$ cat config.mk
export PLATFORM = sky130hd
export DESIGN_NAME = smr_serial_regfile
export DESIGN_NICKNAME = d
export VERILOG_FILES = /design/src/rtl/smr_pkg.sv /design/src/rtl/smr_guard.sv /design/src/rtl/smr_decode.sv /design/src/rtl/smr_shifter.sv /design/src/rtl/smr_regbank.sv /design/src/rtl/smr_serial_regfile.sv
export SDC_FILE = /design/constraint.sdc
export NUM_CORES = 1
export LEC_CHECK = 0
export ABC_AREA = 1
export BUFFER_PORTS_ARGS = -buffer_cell sky130_fd_sc_hd__buf_2
export CORE_UTILIZATION = 53
export CTS_CLUSTER_SIZE = 28
export DETAILED_ROUTE_END_ITERATION = 6
export GPL_TIMING_DRIVEN = 0
export PLACE_DENSITY = 0.83
export REMOVE_ABC_BUFFERS = 1
export SLEW_MARGIN = 20
export SYNTH_ARGS = -nofsm -noshare
export SYNTH_HDL_FRONTEND = slang
export SYNTH_HIERARCHICAL = 1
export SYNTH_SLANG_ARGS = --single-unit
$ cat constraint.sdc
create_clock -name clk -period 2.67 [get_ports clk]
set_input_delay 0.534 -clock clk [delete_from_list [all_inputs] [get_ports clk]]
set_output_delay 0.534 -clock clk [all_outputs]
set_load 0.02 [all_outputs]
$ cat src/rtl/smr_pkg.sv
package smr_pkg;
  localparam int SEL_W    = 2;
  localparam int NUM_REGS = 1 << SEL_W;

  typedef enum logic [SEL_W-1:0] {
    SEL_CTRL  = 2'd0,
    SEL_BANK0 = 2'd1,
    SEL_BANK1 = 2'd2,
    SEL_PRG   = 2'd3
  } reg_sel_e;
endpackage

$ cat src/rtl/smr_guard.sv
// Counts cycles elapsed since the last accepted reset command; saturates.
module smr_guard #(
  parameter int GUARD_CYC = 2
) (
  input  logic clk,
  input  logic rst_n,
  input  logic rst_cmd_i,
  output logic open_o
);
  localparam int CW = $clog2(GUARD_CYC + 1);
  localparam logic [CW-1:0] SAT = CW'(GUARD_CYC);

  logic [CW-1:0] elapsed;

  always_ff @(posedge clk or negedge rst_n) begin
    if (!rst_n) begin
      elapsed <= SAT;
    end else if (rst_cmd_i) begin
      elapsed <= CW'(1);
    end else if (elapsed < SAT) begin
      elapsed <= elapsed + CW'(1);
    end
  end

  assign open_o = (elapsed >= SAT);
endmodule

$ cat src/rtl/smr_decode.sv
// Qualifies a CPU write and splits it into reset command or shift bit.
module smr_decode #(
  parameter int ADDR_W = 16,
  parameter int DATA_W = 8,
  parameter int SEL_W  = 2
) (
  input  logic              wr_en_i,
  input  logic [ADDR_W-1:0] addr_i,
  input  logic [DATA_W-1:0] data_i,
  input  logic              open_i,
  output logic              rst_cmd_o,
  output logic              shift_o,
  output logic              bit_o,
  output logic [SEL_W-1:0]  sel_o
);
  logic hit;

  assign hit       = wr_en_i && addr_i[ADDR_W-1] && open_i;
  assign rst_cmd_o = hit &&  data_i[DATA_W-1];
  assign shift_o   = hit && !data_i[DATA_W-1];
  assign bit_o     = data_i[0];
  assign sel_o     = addr_i[ADDR_W-2 -: SEL_W];
endmodule

$ cat src/rtl/smr_shifter.sv
// Assembles a value LSB first; flags the write that completes it.
module smr_shifter #(
  parameter int VAL_W = 5
) (
  input  logic             clk,
  input  logic             rst_n,
  input  logic             shift_i,
  input  logic             bit_i,
  input  logic             clear_i,
  output logic             commit_o,
  output logic [VAL_W-1:0] value_o,
  output logic [$clog2(VAL_W)-1:0] count_o
);
  localparam int CW = $clog2(VAL_W);
  localparam logic [CW-1:0] LAST = CW'(VAL_W - 1);

  logic [VAL_W-1:0] buf_q;
  logic [VAL_W-1:0] buf_nxt;
  logic [CW-1:0]    cnt_q;

  for (genvar k = 0; k < VAL_W; k++) begin : g_bit
    assign buf_nxt[k] = (cnt_q == CW'(k)) ? bit_i : buf_q[k];
  end

  assign commit_o = shift_i && (cnt_q == LAST);
  assign value_o  = buf_nxt;
  assign count_o  = cnt_q;

  always_ff @(posedge clk or negedge rst_n) begin
    if (!rst_n) begin
      buf_q <= '0;
      cnt_q <= '0;
    end else if (clear_i || commit_o) begin
      buf_q <= '0;
      cnt_q <= '0;
    end else if (shift_i) begin
      buf_q <= buf_nxt;
      cnt_q <= cnt_q + CW'(1);
    end
  end
endmodule

$ cat src/rtl/smr_regbank.sv
// Holds the register array and produces the registered update strobe.
module smr_regbank #(
  parameter int              VAL_W       = 5,
  parameter int              SEL_W       = 2,
  parameter logic [VAL_W-1:0] CTRL_INIT   = 5'h1F,
  parameter logic [VAL_W-1:0] CTRL_RST_OR = 5'h0C
) (
  input  logic             clk,
  input  logic             rst_n,
  input  logic             commit_i,
  input  logic [SEL_W-1:0] sel_i,
  input  logic [VAL_W-1:0] value_i,
  input  logic             rst_cmd_i,
  output logic [VAL_W-1:0] regs_o [1<<SEL_W],
  output logic             upd_vld_o,
  output logic [SEL_W-1:0] upd_idx_o
);
  localparam int NREG = 1 << SEL_W;

  for (genvar i = 0; i < NREG; i++) begin : g_reg
    localparam logic [VAL_W-1:0] INIT = (i == 0) ? CTRL_INIT : '0;
    logic [VAL_W-1:0] q;
    logic             wr_hit;

    assign wr_hit = commit_i && (sel_i == SEL_W'(i));

    if (i == 0) begin : g_ctrl
      always_ff @(posedge clk or negedge rst_n) begin
        if (!rst_n)         q <= INIT;
        else if (rst_cmd_i) q <= q | CTRL_RST_OR;
        else if (wr_hit)    q <= value_i;
      end
    end else begin : g_data
      always_ff @(posedge clk or negedge rst_n) begin
        if (!rst_n)      q <= INIT;
        else if (wr_hit) q <= value_i;
      end
    end

    assign regs_o[i] = q;
  end

  always_ff @(posedge clk or negedge rst_n) begin
    if (!rst_n) begin
      upd_vld_o <= 1'b0;
      upd_idx_o <= '0;
    end else begin
      upd_vld_o <= commit_i || rst_cmd_i;
      upd_idx_o <= rst_cmd_i ? '0 : (commit_i ? sel_i : upd_idx_o);
    end
  end
endmodule

$ cat src/rtl/smr_serial_regfile.sv
module smr_serial_regfile
  import smr_pkg::*;
#(
  parameter int               ADDR_W      = 16,
  parameter int               DATA_W      = 8,
  parameter int               VAL_W       = 5,
  parameter int               GUARD_CYC   = 2,
  parameter logic [VAL_W-1:0] CTRL_INIT   = 5'h1F,
  parameter logic [VAL_W-1:0] CTRL_RST_OR = 5'h0C
) (
  input  logic              clk,
  input  logic              rst_n,
  input  logic              wr_en,
  input  logic [ADDR_W-1:0] wr_addr,
  input  logic [DATA_W-1:0] wr_data,
  output logic [VAL_W-1:0]  ctrl_q,
  output logic [VAL_W-1:0]  bank0_q,
  output logic [VAL_W-1:0]  bank1_q,
  output logic [VAL_W-1:0]  prg_q,
  output logic              upd_vld,
  output logic [SEL_W-1:0]  upd_idx
);
  logic             guard_open;
  logic             acc_rst;
  logic             acc_shift;
  logic             shift_bit;
  logic [SEL_W-1:0] sel;
  logic             commit;
  logic [VAL_W-1:0] value;
  logic [$clog2(VAL_W)-1:0] shf_cnt;
  logic [VAL_W-1:0] regs [NUM_REGS];

  smr_guard #(.GUARD_CYC(GUARD_CYC)) u_guard (
    .clk(clk), .rst_n(rst_n), .rst_cmd_i(acc_rst), .open_o(guard_open)
  );

  smr_decode #(.ADDR_W(ADDR_W), .DATA_W(DATA_W), .SEL_W(SEL_W)) u_decode (
    .wr_en_i(wr_en), .addr_i(wr_addr), .data_i(wr_data), .open_i(guard_open),
    .rst_cmd_o(acc_rst), .shift_o(acc_shift), .bit_o(shift_bit), .sel_o(sel)
  );

  smr_shifter #(.VAL_W(VAL_W)) u_shift (
    .clk(clk), .rst_n(rst_n), .shift_i(acc_shift), .bit_i(shift_bit),
    .clear_i(acc_rst), .commit_o(commit), .value_o(value), .count_o(shf_cnt)
  );

  smr_regbank #(
    .VAL_W(VAL_W), .SEL_W(SEL_W),
    .CTRL_INIT(CTRL_INIT), .CTRL_RST_OR(CTRL_RST_OR)
  ) u_bank (
    .clk(clk), .rst_n(rst_n), .commit_i(commit), .sel_i(sel),
    .value_i(value), .rst_cmd_i(acc_rst), .regs_o(regs),
    .upd_vld_o(upd_vld), .upd_idx_o(upd_idx)
  );

  assign ctrl_q  = regs[SEL_CTRL];
  assign bank0_q = regs[SEL_BANK0];
  assign bank1_q = regs[SEL_BANK1];
  assign prg_q   = regs[SEL_PRG];
endmodule

==> key figures <==
Logic synthesis
  • YS warnings: 6
  • Synth Flop Type: dfrtp_1
  • Adder-Cell Fraction of Synth Area: 0.0495
  • Cell variety after synth: 20
  • XOR/XNOR Fraction of Synth Area: 0
  • Avg Cell Area, Syn: 8.87 um2
  • Mux share of post-synthesis cell area: 0
  • Dominant cells by area after synthesis: dfrtp_1 45%, nand2_1 14%, dfstp_2 10%, o21ai_0 5.9%, ha_1 5.0%
  • Share of the synthesized area in the top cell type: 0.446
  • Post-synthesis simple-gate area fraction: 0.242
  • Complex-gate fraction of the synthesized area: 0.0875
  • Synthesized area: 0.00152 mm2
  • #FFs+latches synth: 33
  • Main combinational cell family by area after synthesis: simple AND/OR/NAND/NOR gates
  • Most common cell in the netlist: nand2_1
  • Seq/Total Area, Yosys: 0.550
  • Synth cell count leaders: 55 x nand2_1, 27 x dfrtp_1, 18 x inv_1, 18 x o21ai_0, 12 x nand3_1
  • Synth Instances: 171
  • Post-synthesis async set-or-reset flop share: 1.00
  • Yosys top cell by area: dfrtp_1
  • EDFF count, synth: 0

Timing
  • Pins Over Slew Limit: 0
  • Relative slew slack: 0.529
  • Worst Tran Pin Value: 0.707 ns
  • Highest clock rate: 0.470 GHz
  • Worst Skew: 0.00825 ns
  • TNS Setup: 0 ns
  • Tcrit/Tclk final: 0.797
  • RSZ-0062 raised after global routing: no
  • Post-route minimum period: 2.13 ns
  • Setup violations, final: 0
  • Endpoints failing hold: 0
  • Final hold slack: 0.229 ns

Placed design
  • Placer congestion estimate: 0.758
  • Detail Placement HPWL: 1930 um
  • IO buf count: 30
  • Placed Area: 0.00168 mm2

Detailed routing
  • DRC viols: 0
  • Post-route ant nets: 0
  • DR vias: 1176
  • Vias per cell: 4.98
  • DRT iter0 DRCs: 36
  • Final wirelength: 2750 um
  • Routed length per instance: 11.6 um
  • DRT Pass-1 Iters: 4

Power
  • P_leak: 0.915 nW
  • Total power: 1.26 mW
  • Peak VDD IR: 502 uV
  • Power Dens Cells: 725 mW/mm2

Clock tree
  • Latest clock arrival within the worst-skew pair: 0.34 ns
  • H-tree depth: 2
  • Root cell of the clock tree: clkbuf_4
  • Clock Path Buffers: 2
  • Clock slew at reported path FFs: 0.10 ns
  • Clock Sinks: 33
  • CTS tree: built
  • Total CTS buffers: 5
  • Postcts setup bufs: 0

Global routing
  • GRT Util Overall: 0.213
  • First-pass GRT wire length: 4930 um
  • Vias in the first global route: 1104
  • Pin count of the biggest net entering global routing: 34
  • Initial antenna violation count: 0
  • Grt total ovfl: 0

Floorplanning
  • Die W: 55.5 um
  • Die height: 55.5 um
  • IO Pins: 50
  • # rows: 19
  • Starting Density: 0.555
  • Die Area: 0.00308 mm2
  • Core ar.: 0.00273 mm2

Worst setup path
  • Element type at the critical path start: flip-flop
  • Worst-path fanout max: 11
  • CP Data Arrival Time: 2.36 ns
  • CP required: 2.90 ns
  • R2r worst-path depth: 9
  • Critical path class: reg2reg
  • Crit path capture type: flip-flop

Layout
  • Area of the multi-input gates: 577 um2
  • Register Area: 833 um2
  • Final Core Density: 0.634
  • Fin nets: 237
  • Share of cells above drive strength 1: 0.293
  • Layout area overhead: 14.3%
  • Fill count: 236
  • Ant diodes: 0
  • Final Cell Area: 0.00173 mm2

Hold path
  • HP Class: in2async

Flow run
  • Max Cap Viol: 0

Status
  • Outcome: completed
==> power breakdown <==
part	internal (mW)	switching (mW)	total [mW]
combinational	0.123	0.227	0.349
sequential	0.584	0.0494	0.633
clock	0.0991	0.174	0.273
total	0.805	0.450	1.26
==> critical path, cell delays in order (launching register included) <==
cell and delay (ns):
dfstp_2 0.56, ha_1 0.13, or2_1 0.09, nand3_1 0.09, nor2_1 0.22, inv_1 0.08
nor2_2 0.37, nand3_2 0.26, nand2_1 0.12, o21ai_0 0.09
==> registers in the layout (all words and copies together) (netlist names) <==
signal and cells:
u_shift/count_o 3, u_bank/upd_idx_o 2, u_bank/upd_vld_o 1, u_bank/g.q 20
u_shift/buf_q 5, u_guard/elapsed 2
==> routing by layer <==
metal,vias to the layer above,share of wire,track usage
li1,603,-,-
met1,532,0.47,0.276
met2,33,0.47,0.330
met3,8,0.048,0.0703
met4,0,0.018,0.0857
met5,-,0,0
==> cell type report <==
cell class / instances / share of cell area
timing repair buffer: 30 / 0.0866
tap: 31 / 0.0224
inverter: 21 / 0.0455
clock buffer: 5 / 0.0217
clock inverter: 3 / 0.0101
multi-input combinational: 113 / 0.333
sequential: 33 / 0.481
==> placed cells by master (no fill, tap or decap) <==
master / instances
clkinv_2: 2
or2_1: 1
nand2_1: 55
nor2_1: 3
o21ai_1: 4
clkbuf_4: 5
nand3_2: 3
o21ai_2: 1
inv_2: 3
nand3_1: 12
a21oi_2: 1
nor2_4: 1
nand2_2: 4
dfstp_2: 6
dfrtp_1: 27
a21oi_1: 1
ha_1: 6
or2_2: 1
clkinvlp_4: 1
buf_2: 30
inv_1: 18
o21ai_0: 18
nor2_2: 2
==> per-stage QoR <==
| step | setup slack [ns] | cells |
|---|---|---|
| 3_5_place_dp | 0.343 | 228 |
| 6_report | 0.542 | 236 |
| 5_1_grt | 0.254 | 236 |
| 4_1_cts | 0.299 | 236 |
| 3_3_place_gp | 0.385 | 228 |
| 2_1_floorplan | 0.648 | 167 |
==> final timing paths <==
path	start	end	slack, ns
setup / recovery	u_guard/elapsed[1]$_DFFE_PN1P_	u_bank/g_reg[3].q[0]$_DFFE_PN0P_	0.54
hold reg to reg	u_bank/g_reg[2].q[4]$_DFFE_PN0P_	u_bank/g_reg[2].q[4]$_DFFE_PN0P_	0.49
hold / removal	rst_n	u_bank/g_reg[3].q[3]$_DFFE_PN0P_	0.23
setup reg to reg	u_guard/elapsed[1]$_DFFE_PN1P_	u_bank/g_reg[3].q[0]$_DFFE_PN0P_	0.54
max in group asynchronous	rst_n	u_bank/upd_idx_o[1]$_DFFE_PN0P_	1.99
min in group clk	u_bank/g_reg[2].q[4]$_DFFE_PN0P_	u_bank/g_reg[2].q[4]$_DFFE_PN0P_	0.49
==> logic make-up after synthesis <==
kind of cell    count (synthesis)
simple gates                   82
fa+ha+maj                       6
flops                          33
buf+inv                        25
compound gates                 25
==> timing repair <==
item,in CTS,in global routing
hold buffers,0,0
gates resized for setup,0,1
endpoints found under the setup margin,0,2
No activity file was read; power rests on OpenSTA's default activity.
